[src/rtl/pgwalk_pkg.sv]
package pgwalk_pkg;

  typedef enum logic [2:0] {
    ST_IDLE = 3'd0,
    ST_RD1  = 3'd1,
    ST_WT1  = 3'd2,
    ST_RD2  = 3'd3,
    ST_WT2  = 3'd4,
    ST_DONE = 3'd5,
    ST_FLT  = 3'd6
  } walk_state_e;

  // entry bit positions
  localparam int PTE_V_BIT = 0;
  localparam int PTE_W_BIT = 1;
  localparam int PTE_R_BIT = 2;
  localparam int PTE_M_BIT = 3;

endpackage

[src/rtl/pgwalk_addr.sv]
// Read address and physical address arithmetic for the walk.
module pgwalk_addr #(
  parameter int VA_W      = 32,
  parameter int OFF_W     = 12,
  parameter int PTE_BYTES = 4
) (
  input  logic [VA_W-1:0]       vaddr,
  input  logic [VA_W-1:0]       root_base,
  input  logic [VA_W-OFF_W-1:0] l1_frame,
  input  logic                  sel_l2,
  input  logic [VA_W-OFF_W-1:0] leaf_frame,
  output logic [VA_W-1:0]       rd_addr,
  output logic [VA_W-1:0]       paddr
);
  localparam int IDX_W = (VA_W - OFF_W) / 2;
  localparam int SH    = $clog2(PTE_BYTES);
  localparam int PADW  = VA_W - IDX_W - SH;

  logic [IDX_W-1:0] idx_master;
  logic [IDX_W-1:0] idx_second;
  logic [VA_W-1:0]  off_master;
  logic [VA_W-1:0]  off_second;
  logic [VA_W-1:0]  second_base;

  always_comb begin
    idx_master  = vaddr[VA_W-1 -: IDX_W];
    idx_second  = vaddr[OFF_W +: IDX_W];
    off_master  = {{PADW{1'b0}}, idx_master, {SH{1'b0}}};
    off_second  = {{PADW{1'b0}}, idx_second, {SH{1'b0}}};
    second_base = {l1_frame, {OFF_W{1'b0}}};
    rd_addr     = sel_l2 ? (second_base + off_second) : (root_base + off_master);
    paddr       = {leaf_frame, vaddr[OFF_W-1:0]};
  end
endmodule

[src/rtl/pgwalk_pte_chk.sv]
// Classifies one fetched entry.
module pgwalk_pte_chk (
  input  logic v_bit,
  input  logic w_bit,
  input  logic is_leaf,
  input  logic is_write,
  output logic absent,
  output logic prot
);
  always_comb begin
    absent = !v_bit;
    prot   = v_bit && is_leaf && is_write && !w_bit;
  end
endmodule

[src/rtl/pgwalk_fsm.sv]
// Walk sequencing.
module pgwalk_fsm
  import pgwalk_pkg::*;
(
  input  logic        clk,
  input  logic        rst,
  input  logic        req_fire,
  input  logic        rsp_valid,
  input  logic        absent,
  input  logic        prot,
  output walk_state_e state
);
  walk_state_e nxt;

  always_comb begin
    nxt = state;
    unique case (state)
      ST_IDLE: if (req_fire) nxt = ST_RD1;
      ST_RD1:  nxt = ST_WT1;
      ST_WT1:  if (rsp_valid) nxt = absent ? ST_FLT : ST_RD2;
      ST_RD2:  nxt = ST_WT2;
      ST_WT2:  if (rsp_valid) nxt = (absent || prot) ? ST_FLT : ST_DONE;
      ST_DONE: nxt = ST_IDLE;
      ST_FLT:  nxt = ST_IDLE;
      default: nxt = ST_IDLE;
    endcase
  end

  always_ff @(posedge clk) begin
    if (rst) state <= ST_IDLE;
    else     state <= nxt;
  end
endmodule

[src/rtl/pgwalk_top.sv]
module pgwalk_top
  import pgwalk_pkg::*;
#(
  parameter int VA_W      = 32,
  parameter int OFF_W     = 12,
  parameter int PID_W     = 8,
  parameter int PTE_BYTES = 4
) (
  input  logic             clk,
  input  logic             rst,
  input  logic             req_valid,
  input  logic             req_write,
  input  logic [VA_W-1:0]  req_vaddr,
  input  logic [PID_W-1:0] req_pid,
  input  logic [VA_W-1:0]  root_base,
  output logic             busy,
  output logic             mem_req_valid,
  output logic [VA_W-1:0]  mem_req_addr,
  input  logic             mem_rsp_valid,
  input  logic [VA_W-1:0]  mem_rsp_data,
  output logic             done_valid,
  output logic [VA_W-1:0]  done_pte,
  output logic [VA_W-1:0]  done_paddr,
  output logic             fault_valid,
  output logic             fault_prot,
  output logic             fault_level,
  output logic [VA_W-1:0]  fault_vaddr,
  output logic [PID_W-1:0] fault_pid
);
  localparam int FRAME_W = VA_W - OFF_W;

  walk_state_e        state;
  logic               req_fire;
  logic [VA_W-1:0]    va_q;
  logic [VA_W-1:0]    base_q;
  logic [PID_W-1:0]   pid_q;
  logic               wr_q;
  logic [FRAME_W-1:0] l1_frame_q;
  logic               absent;
  logic               prot;
  logic               in_l2;
  logic [VA_W-1:0]    rd_addr;
  logic [VA_W-1:0]    paddr;
  logic [VA_W-1:0]    pte_q;
  logic [VA_W-1:0]    paddr_q;
  logic               prot_q;
  logic               lvl_q;

  assign req_fire = req_valid && (state == ST_IDLE);
  assign in_l2    = (state == ST_RD2) || (state == ST_WT2);

  pgwalk_fsm u_fsm (
    .clk       (clk),
    .rst       (rst),
    .req_fire  (req_fire),
    .rsp_valid (mem_rsp_valid),
    .absent    (absent),
    .prot      (prot),
    .state     (state)
  );

  pgwalk_addr #(
    .VA_W      (VA_W),
    .OFF_W     (OFF_W),
    .PTE_BYTES (PTE_BYTES)
  ) u_addr (
    .vaddr      (va_q),
    .root_base  (base_q),
    .l1_frame   (l1_frame_q),
    .sel_l2     (in_l2),
    .leaf_frame (mem_rsp_data[VA_W-1:OFF_W]),
    .rd_addr    (rd_addr),
    .paddr      (paddr)
  );

  pgwalk_pte_chk u_pte (
    .v_bit    (mem_rsp_data[PTE_V_BIT]),
    .w_bit    (mem_rsp_data[PTE_W_BIT]),
    .is_leaf  (in_l2),
    .is_write (wr_q),
    .absent   (absent),
    .prot     (prot)
  );

  // request capture
  always_ff @(posedge clk) begin
    if (rst) begin
      va_q   <= '0;
      base_q <= '0;
      pid_q  <= '0;
      wr_q   <= 1'b0;
    end else if (req_fire) begin
      va_q   <= req_vaddr;
      base_q <= root_base;
      pid_q  <= req_pid;
      wr_q   <= req_write;
    end
  end

  // master entry capture and result registers
  always_ff @(posedge clk) begin
    if (rst) begin
      l1_frame_q <= '0;
      pte_q      <= '0;
      paddr_q    <= '0;
      prot_q     <= 1'b0;
      lvl_q      <= 1'b0;
    end else if (mem_rsp_valid) begin
      if (state == ST_WT1) begin
        l1_frame_q <= mem_rsp_data[VA_W-1:OFF_W];
        prot_q     <= 1'b0;
        lvl_q      <= 1'b0;
      end else if (state == ST_WT2) begin
        pte_q   <= mem_rsp_data;
        paddr_q <= paddr;
        prot_q  <= prot;
        lvl_q   <= 1'b1;
      end
    end
  end

  assign busy          = (state != ST_IDLE);
  assign mem_req_valid = (state == ST_RD1) || (state == ST_RD2);
  assign mem_req_addr  = rd_addr;
  assign done_valid    = (state == ST_DONE);
  assign done_pte      = pte_q;
  assign done_paddr    = paddr_q;
  assign fault_valid   = (state == ST_FLT);
  assign fault_prot    = prot_q;
  assign fault_level   = lvl_q;
  assign fault_vaddr   = va_q;
  assign fault_pid     = pid_q;
endmodule

[config.mk]
export PLATFORM = sky130hd
export DESIGN_NAME = pgwalk_top
export DESIGN_NICKNAME = d
export VERILOG_FILES = /design/src/rtl/pgwalk_pkg.sv /design/src/rtl/pgwalk_addr.sv /design/src/rtl/pgwalk_pte_chk.sv /design/src/rtl/pgwalk_fsm.sv /design/src/rtl/pgwalk_top.sv
export SDC_FILE = /design/constraint.sdc
export NUM_CORES = 1
export LEC_CHECK = 0
export BUFFER_PORTS_ARGS = -buffer_cell sky130_fd_sc_hd__buf_4
export CORE_MARGIN = 2
export CORE_UTILIZATION = 45
export CTS_CLUSTER_DIAMETER = 80
export DETAILED_ROUTE_END_ITERATION = 12
export GPL_ROUTABILITY_DRIVEN = 1
export PLACE_DENSITY = 0.73
export SYNTH_ARGS = -nofsm -noshare
export SYNTH_HDL_FRONTEND = slang
export SYNTH_SLANG_ARGS = --single-unit
[constraint.sdc]
create_clock -name clk -period 2.7 [get_ports clk]
set_input_delay 0.405 -clock clk [delete_from_list [all_inputs] [get_ports clk]]
set_output_delay 0.405 -clock clk [all_outputs]
set_load 0.02 [all_outputs]
==> metrics, run 1 <==
outcome=finished with violations; failing checks=setup timing; Reg-to-Reg Start=u_fsm.state[0]$_SDFFE_PP0P_; GRT Overall Usage=0.263; Top Ports=251; Cells after Synth=869; mean area per synthesized cell=7.42 um^2; CTS max path bufs=2; Synth Area in Simple Gates=0.266; multiplexer share of the synthesized area=0.00155; Clock transition at path regs=0.06 ns; Peak VDD IR=393 uV; Hold Crit Class=in2reg; Post-Place Worst Slack=-0.0393 ns; Die ar.=15300 um^2; area leader, netlist=dfxtp_1; Main synth FF type=dfxtp_1; Fin. Hold Viols=0; ys async rst share=0; M1 WL=8.36 mm; Slew @ Worst Pin=0.787 ns; row count=43; Max Used Layer=met4; first-pass GRT wire length=31.3 mm; R2R Setup Slk=0.86 ns; CTS tree=built; total grt overflow=0; placed cell count=1254; Slew HR=0.475; WHS Path Cells=3; Synth top area share=0.441; Num CTS Buffers=17; Post-synth EDFFs=0; starting density of the core=0.463; share of layout cells above drive strength 1=0.378; LEAKAGE=0.00417 uW; Pre-antenna DRT Iters=5; worst setup path category=reg2out; number of synthesized register bits=142; FF-to-FF path depth=6; Post-DRT Antenna Nets=0; WHS Endpoint=fault_vaddr[29]$_SDFFE_PP0P_; core area=13900 um^2; clock skew=0.00666 ns; synth warn=0; Worst Path Max Fanout=3; hold_sp=req_vaddr[29]; wire per inst=15.8 um; vias per inst=5.26; Setup Viol. Count Final=24; CP Data Required Time=2.30 ns; Net Count, Synth=989; met3 wire len=1.91 mm; vias in the first global route=6251; Fmax=332 MHz; fin nets=1237; PD cells=678 nW/um^2; Synth Area in XOR/XNOR=0.0109; Residual DRC=0; Critical Path Start Type=flip-flop; Tmin final=3.01 ns; post-synthesis adder-cell area fraction=0.0225; mapped cell area=6440 um^2; # hold bufs at CTS=0; Seq/Total Area, Yosys=0.441; height of the die=124 um; antenna violations before repair=0; Via Count=6870; max-slew violations=0; crit share post-route=1.11; area grow syn2layout=53.3%; CTS Sinks=142; setup ws final=-0.310 ns; CP arrival=2.61 ns; Setup crit end kind=output pin; RePlAce Congestion=0.865; Area contributors post-synth=dfxtp_1, nand2_1, a21oi_1; # port buffers=250; DR WL met2=10.1 mm; final antenna diode count=0; die width=124 um; htree depth=4; root buffer cell=clkbuf_16; DP HPWL=13.6 mm; largest family of logic cells by synthesized area=simple AND/OR/NAND/NOR gates; max-cap viol count=0; final core utilization=0.709; pin count of the biggest net entering global routing=74; compound-cell area share of the yosys netlist=0.187; final cell count without fillers=1307; DR iter-0 viols=384; Clock Latency Late Sink=0.42 ns; WL final=20.7 mm; unrepaired setup endpoints after global routing=true; FF-to-FF End=fault_vaddr[26]$_SDFFE_PP0P_; Cell variety after synth=48
cells in the mapped netlist, drive strengths merged, types with 2 or more instances:
cell type	instances
and2	8
and4	4
clkbuf	49
a211o	2
nor2b	5
ha	10
o21ai	18
or4	13
xnor2	4
o31ai	11
o211a	2
inv	7
o211ai	3
dfxtp	142
or3	9
nor2	27
a31oi	17
nand3	14
xor2	4
a21oi	149
nand2	302
and3	4
nor3	3
o21a	3
a21o	5
nand4	6
buf	33
report_power, final:
| part | switching, uW | internal [uW] |
|---|---|---|
| Combinational | 1070 | 837 |
| Sequential | 152 | 2260 |
| Clock | 899 | 1480 |
how the worst max path moves through the flow:
stage	start	endpoint	slack [ns]	cells past startpoint
after floorplan	fault_vaddr[22]$_SDFFE_PP0P_	mem_req_addr[12]	-0.07	9
after global placement	fault_vaddr[22]$_SDFFE_PP0P_	mem_req_addr[20]	0.03	9
after detailed placement	fault_vaddr[22]$_SDFFE_PP0P_	mem_req_addr[24]	-0.04	9
after CTS	fault_vaddr[26]$_SDFFE_PP0P_	mem_req_addr[29]	-0.26	9
after global routing	base_q[4]$_SDFFE_PP0P_	mem_req_addr[29]	-0.38	9
final	fault_vaddr[23]$_SDFFE_PP0P_	mem_req_addr[11]	-0.31	8
layer usage:
| layer | GRT usage | up-vias |
|---|---|---|
| li1 | - | 3415 |
| met2 | 0.446 | 286 |
| met5 | 0 | - |
| met1 | 0.313 | 3142 |
| met3 | 0.0852 | 27 |
| met4 | 0.0916 | 0 |
layout by cell type, fill, tap and decap left out, types with 4 or more instances in the layout:
cell type / count
and2_1: 6
xor2_1: 4
buf_4: 282
nor2_1: 27
buf_12: 6
o21ai_0: 7
ha_4: 9
o21ai_2: 9
clkbuf_16: 17
o31ai_2: 4
buf_6: 21
inv_1: 7
or3_1: 6
a31oi_4: 6
nand2_1: 301
nand4_1: 6
or4_1: 4
nand3_1: 9
and3_1: 4
a21o_1: 5
xnor2_1: 4
or4_4: 9
a31oi_2: 11
o31ai_1: 6
dfxtp_2: 11
dfxtp_1: 129
a21oi_1: 146
nor2b_1: 5
clkinvlp_4: 5
layout make-up:
cell class              count  area [um^2]
flip-flops and latches    142         2860
clock inverters            10          141
clock buffers              19          453
multi-input cells         638         3650
repair buffers            311         2520
well taps                 180          225
inverters                   7         26.3
fillers                  1152         4050
sequential cells by signal, indices dropped and copies added (netlist names):
signal,cells
base_q,32
done_pte,32
fault_vaddr,32
l1_frame_q,20
done_paddr,12
fault_pid,8
u_fsm.state,3
fault_level,1
fault_prot,1
wr_q,1
stage by stage:
stage / setup TNS, ns / hold slack [ns] / cell area, um^2 / power (uW)
2_1_floorplan: -0.215 / 0.432 / 6560 / 3380
3_3_place_gp: 0 / 0.439 / 8590 / 4110
3_5_place_dp: -0.0690 / 0.447 / 8590 / 4120
4_1_cts: -4.56 / 0.206 / 9660 / 6640
5_1_grt: -7.21 / 0.213 / 9880 / 6990
6_report: -5.08 / 0.221 / 9880 / 6700
timing repair:
item | CTS | global route
buffers inserted | 15 | 6
resized for setup | 82 | 33
gates cloned | 2 | 1
endpoints found under the setup margin | 24 | 29
pin swaps | 39 | 29
critical path: stages (launching register included):
cell	delay, ns
dfxtp_4	0.36
ha_4	0.24
a211o_1	0.28
a211o_1	0.36
buf_4	0.16
a311oi_2	0.21
xnor2_1	0.17
o21ai_1	0.22
buf_4	0.18
logic make-up after synthesis:
family | Yosys count
and+or+nand+nor | 401
DFF | 142
buffers and inverters | 89
adders and majority gates | 11
xor gates and xnor gates | 8
muxes | 1
AOI/OAI and AO/OA | 217
No activity file was read; power rests on OpenSTA's default activity.
==> run 2, diff against run 1 <==
- ABC_AREA: unset -> 1
- PLACE_DENSITY: 0.73 -> 0.72
==> run 2 against run 1 <==
  * The flow now finishes without violations
  * Core utilization fell by 7.6 points
  * Global-route usage fell by 0.66 points
  * Die area rose by 6.3%
  * First-iteration DRC count rose by 45%
  * Maximum frequency rose by 15%
  * Critical path depth rose by 2
  * Cell count rose by 6.8%
  * Highest routed layer unchanged
==> metrics, run 2 <==
Cells after Synth=988 (+14%); Die ar.=16300 um^2 (+6.3%); Worst Setup EP=mem_req_addr[12]; Hold Crit Class=in2reg; core area=15000 um^2 (+7.9%); Tmin final=2.63 ns (-0.382 ns); root buffer cell=clkbuf_16; total grt overflow=0 (unchanged); mapped cell area=6860 um^2 (+6.5%); max-cap viol count=0 (unchanged); Fin. Hold Viols=0 (unchanged); vias per inst=5.18 (-1.4%); post-route setup TNS=0 ns (+5.08 ns); htree depth=4 (unchanged); Clock transition at path regs=0.06 ns (about the same); pin count of the biggest net entering global routing=90 (+22%); Cell variety after synth=30 (-38%); DR iter-0 viols=557 (+45%); synth warn=0 (unchanged); Setup crit end kind=output pin; wire per inst=15.4 um (-2.3%); FF-to-FF End=done_paddr[5]$_SDFFE_PP0P_; final antenna diode count=0 (unchanged); top cells by count, synth=nand2_1, dfxtp_1, nand3_1; most frequent cells in the layout=nand2_1, buf_4, dfxtp_1, nand3_1, a21oi_1; Net Count, Synth=1108 (+12%); Seq/Total Area, Yosys=0.414 (-0.0269); mean area per synthesized cell=6.95 um^2 (-6.3%); crit share post-route=0.974 (-0.141); CTS tree=built; Peak VDD IR=542 uV (+38%); Main synth FF type=dfxtp_1; CTS max path bufs=2 (unchanged); area leader, netlist=dfxtp_1; vias in the first global route=6746 (+7.9%); Via Count=7238 (+5.4%); LEAKAGE=0.00428 uW (+2.6%); final hold slack=0.198 ns (-0.0230 ns); top-count cell post-synth=nand2_1; ys async rst share=0 (unchanged); Slew HR=0.571 (+0.0960); outcome=finished clean; DP HPWL=14.9 mm (+9.6%); area grow syn2layout=38.7%; Critical Path Start Type=flip-flop; PD cells=891 nW/um^2 (+31%); FF-to-FF path depth=7 (+1); CTS Sinks=142 (unchanged); most common cell after layout, fill and taps aside=nand2_1; Fmax=380 MHz (+15%); # port buffers=250 (unchanged); Post-DRT Antenna Nets=0 (unchanged); Area contributors post-synth=dfxtp_1, nand2_1, nand3_1; starting density of the core=0.457 (-0.00592); Residual DRC=0 (unchanged); fin nets=1315 (+6.3%); Num CTS Buffers=17 (unchanged); max-slew violations=0 (unchanged); Reg-to-Reg Start=u_fsm.state[1]$_SDFFE_PP0P_; WL final=21.6 mm (+4.3%); Top Ports=251 (unchanged); CP arrival=2.22 ns (-0.39 ns); worst setup path category=reg2out; Worst Path Max Fanout=4 (+1); height of the die=128 um (+3.1%); Post-synth EDFFs=0 (unchanged); CP Data Required Time=2.30 ns (about the same); Fill cells=1406 (+22%); R2R Setup Slk=0.89 ns (+0.03 ns); Synth top area share=0.414 (-0.0269); die width=128 um (+3.1%); clock skew=0.00977 ns (+0.00311 ns); antenna violations before repair=0 (unchanged); Clock Latency Late Sink=0.42 ns (about the same); number of synthesized register bits=142 (unchanged); row count=45 (+4.7%); GRT Overall Usage=0.257 (-0.00659); Setup Viol. Count Final=0 (-100%); Pre-antenna DRT Iters=6 (+1); share of layout cells above drive strength 1=0.289 (-0.0891); first-pass GRT wire length=33.3 mm (+6.6%); CP startpoint=base_q[2]$_SDFFE_PP0P_; Slew @ Worst Pin=0.643 ns (-0.145 ns); RePlAce Congestion=0.899 (+3.9%)
-- run 2: changes by cell type after synthesis, sizes merged, moves of 24 or more --
cell    change
nand3     +119
a21oi      -26
buf        +24
a211oi     +27
inv        +64
nor2       +34
clkbuf     -26
-- run 2: layer usage --
metal	vias up	wire, um	share of wire	GRT usage
li1	3630	-	-	-
met1	3301	9140	0.42	0.332
met2	274	10300	0.48	0.417
met3	33	1560	0.072	0.0641
met4	0	514	0.024	0.0911
met5	-	0	0	0
-- run 2: final cells by class --
cell class              count  area, um^2  share of cell area
flip-flops and latches    142        2850               0.299
inverters                  71         267              0.0280
clock buffers              20         457              0.0480
repair buffers            267        2050               0.215
clock inverters            12         135              0.0142
multi-input cells         696        3530               0.371
well taps                 188         235              0.0247
-- run 2: timing repair --
| item | CTS | global route |
|---|---|---|
| pin swaps | 0 | 11 |
| cloned | 0 | 1 |
| resized for setup | 13 | 37 |
| hold buffers | 0 | 0 |
| endpoints found under the setup margin | 18 | 23 |
| setup buffers | 0 | 3 |
-- run 2: worst min path at each step --
stage	startpoint	endpoint	slack, ns	depth (start not counted)
after detailed placement	l1_frame_q[18]$_SDFFE_PP0P_	l1_frame_q[18]$_SDFFE_PP0P_	0.45	2
after floorplan	base_q[0]$_SDFFE_PP0P_	base_q[0]$_SDFFE_PP0P_	0.44	2
after global routing	rst	fault_pid[3]$_SDFFE_PP0P_	0.19	2
final	rst	fault_pid[3]$_SDFFE_PP0P_	0.20	2
after CTS	rst	fault_pid[3]$_SDFFE_PP0P_	0.19	2
after global placement	done_pte[4]$_SDFFE_PP0P_	done_pte[4]$_SDFFE_PP0P_	0.45	2
-- run 2: cells by family after synthesis --
kind of cell / count (synthesis) / share of synthesized area
buffers and inverters: 151 / 0.105
adder cells (fa/ha/maj): 11 / 0.0211
flip-flops: 142 / 0.414
XOR/XNOR: 6 / 0.00766
AND/OR/NAND/NOR: 508 / 0.309
AO/OA/AOI/OAI: 170 / 0.143
-- run 2: power breakdown --
part / internal (uW) / leakage, uW / switching (uW)
combinational: 1270 / 0.00283 / 2120
clock: 1420 / 0.000291 / 938
sequential: 2450 / 0.00116 / 293
total: 5130 / 0.00428 / 3350
-- run 2: critical path, stage by stage, from the launching register on --
cell	delay (ns)
dfxtp_2	0.32
ha_2	0.20
fa_2	0.37
nand3_2	0.09
nand2_4	0.07
nand2_4	0.07
nand2_4	0.07
nand2_4	0.07
nand3_1	0.07
a31oi_1	0.27
buf_4	0.20
-- run 2: stage by stage --
| stage | cell area (um^2) | cells | setup WS, ns | power, uW | utilization |
|---|---|---|---|---|---|
| after floorplan | 6860 | 988 | 0.356 | 4850 | - |
| after global placement | 8670 | 1360 | 0.262 | 6040 | 0.577 |
| after detailed placement | 8670 | 1360 | 0.186 | 6050 | 0.577 |
| after CTS | 9310 | 1392 | 0.000603 | 8420 | 0.619 |
| after global routing | 9520 | 1396 | -0.0249 | 8950 | 0.633 |
| final | 9520 | 1396 | 0.0715 | 8480 | 0.633 |
==> run 3, diff against run 2 <==
- CORE_UTILIZATION: 45 -> 25
- PLACE_DENSITY: 0.72 -> 0.44
==> run 3 against run 2 <==
  * Maximum frequency up 0.39%
  * Worst setup slack better by 0.010 ns
  * Core utilization is 27 points lower
  * Non-clock buffer count rose by 1
  * Critical endpoint is now mem_req_addr[20]
==> metrics, run 3 (synthesis results as in run 2) <==
Setup Viol. Count Final=0 (unchanged); combinational share of power=0.401 (+0.002); CTS tree=built; htree depth=4 (unchanged); antenna violations before repair=0 (unchanged); Residual DRC=0 (unchanged); core area=27000 um^2 (+79%); Fmax=382 MHz (+0.39%); starting density of the core=0.255 (-0.202); CP arrival=2.21 ns (about the same); Post-DRT Antenna Nets=0 (unchanged); CP Data Required Time=2.30 ns (about the same); area grow syn2layout=43.0%; Global Route met2 Usage=0.275 (-0.142); setup ws final=0.0817 ns (+0.0102 ns); design area=9820 um^2 (+3.1%); max-cap viol count=0 (unchanged); Via Count=7059 (-2.5%); share of layout cells above drive strength 1=0.312 (+0.0226); GRT Overall Usage=0.175 (-0.0813); P_int=5130 uW (about the same); RePlAce Congestion=0.800 (-11%); DP HPWL=18.1 mm (+21%); pin count of the biggest net entering global routing=78 (-13%); CTS max path bufs=2 (unchanged); CTS Sinks=142 (unchanged); wire per inst=16.5 um (+6.8%); Slew @ Worst Pin=0.689 ns (+0.0464 ns); met1 Track Usage GR=0.235 (-0.0963); crit share post-route=0.970 (-0.00378); # port buffers=250 (unchanged); max-slew violations=0 (unchanged); die width=170 um (+33%); GRT met3 Usage=0.0476 (-0.0165); row count=60 (+33%); Setup crit end kind=output pin; switching power=3600 uW (+7.4%); Post-Place Worst Slack=0.163 ns (-0.0225 ns); vias per inst=4.56 (-12%); most common cell after layout, fill and taps aside=nand2_1; dpl cell area=8850 um^2 (+2.1%); switching share of power=0.412 (+0.0173); final antenna diode count=0 (unchanged); Slew HR=0.540 (-0.0309); first-pass GRT wire length=39.2 mm (+18%); Top Ports=251 (unchanged); height of the die=170 um (+33%); Worst Path Max Fanout=7 (+3); worst setup path category=reg2out; Critical Path Start Type=flip-flop; Most Crowded Layer GR=met2; Die ar.=28800 um^2 (+77%); Fin. Hold Viols=0 (unchanged); WL final=25.5 mm (+18%); Num CTS Buffers=17 (unchanged); Hold Crit Class=in2reg; root buffer cell=clkbuf_16; vias in the first global route=6890 (+2.1%); PD cells=889 nW/um^2 (-0.23%); Pre-antenna DRT Iters=5 (-1); Peak VDD IR=464 uV (-14%); clock skew=0.0156 ns (+0.00582 ns); register share of total power=0.316 (-0.007); fin nets=1315 (unchanged); Tmin final=2.62 ns (-0.0102 ns); Clock Latency Late Sink=0.43 ns (about the same); Clock transition at path regs=0.07 ns (about the same); most frequent cells in the layout=nand2_1, buf_4, dfxtp_1, nand3_1, a21oi_1; DR iter-0 viols=335 (-40%); outcome=finished clean; clock share of power=0.283 (+0.005); total grt overflow=0 (unchanged); LEAKAGE=0.00428 uW (about the same)
==> run 3: changes by cell type in the layout (fill, tap and decap cells not counted), sizes merged <==
cell | previous run | this run
clkinv | 6 | 2
clkbuf | 20 | 17
clkinvlp | 1 | 4
inv | 74 | 77
buf | 267 | 268
nand3 | 134 | 133
==> run 3: final cells by class <==
type,count,area [um^2]
flip-flops and latches,142,2870
multi-input cells,695,3610
inverters,71,270
well taps,341,427
clock buffers,17,425
clock inverters,14,175
fillers,2937,17100
repair buffers,268,2040
==> run 3: critical path, cell delays in order (launching register included) <==
cell and delay, ns:
dfxtp_4 0.35, ha_4 0.16, fa_2 0.37, nand3_2 0.10, nand2_4 0.08, nand2_4 0.08, nand2_4 0.06, nand2_4 0.07
nand2_4 0.08, nand3_1 0.08, nand3_1 0.09, nand2_1 0.11, buf_4 0.15
==> run 3: path summary, 6_finish.rpt <==
| check | from | endpoint | slack, ns | depth (start not counted) |
|---|---|---|---|---|
| worst max-delay path | fault_vaddr[22]$_SDFFE_PP0P_ | mem_req_addr[20] | 0.08 | 12 |
| worst min-delay path | mem_rsp_data[22] | l1_frame_q[10]$_SDFFE_PP0P_ | 0.24 | 3 |
| worst max register to register | u_fsm.state[0]$_SDFFE_PP0P_ | l1_frame_q[5]$_SDFFE_PP0P_ | 0.83 | 9 |
| worst min register to register | l1_frame_q[15]$_SDFFE_PP0P_ | l1_frame_q[15]$_SDFFE_PP0P_ | 0.46 | 2 |
==> run 3: metrics by stage <==
step	TNS, ns	utilization	instances	total power, uW	hold slack, ns
2_1_floorplan	0	-	988	4850	0.440
3_3_place_gp	0	0.328	1513	6190	0.449
3_5_place_dp	0	0.328	1513	6180	0.452
4_1_cts	-0.00514	0.356	1545	8760	0.222
5_1_grt	-0.0368	0.364	1548	9270	0.233
6_report	0	0.364	1548	8730	0.244
==> run 3: repair_timing <==
action                                  CTS  global route
hold endpoints to repair                  0             0
pin swaps                                 3             8
endpoints found under the setup margin   23            23
setup buffers                             1             3
gates resized for setup                  24            59
hold buffers                              0             0
==> run 3: layer usage <==
layer,vias to the layer above,routed length [um]
met5,-,0
met4,0,479
met3,24,1440
met2,185,11800
met1,3220,11800
li1,3630,-
==> run 3: power groups by stage <==
stage / Clock [uW] / Combinational [uW] / Sequential [uW]
detailed placement: 0 / 3410 / 2760
CTS: 2550 / 3470 / 2730
finish: 2470 / 3500 / 2760
global route: 2630 / 3830 / 2810
global placement: 0 / 3430 / 2760
floorplan: 0 / 1970 / 2880
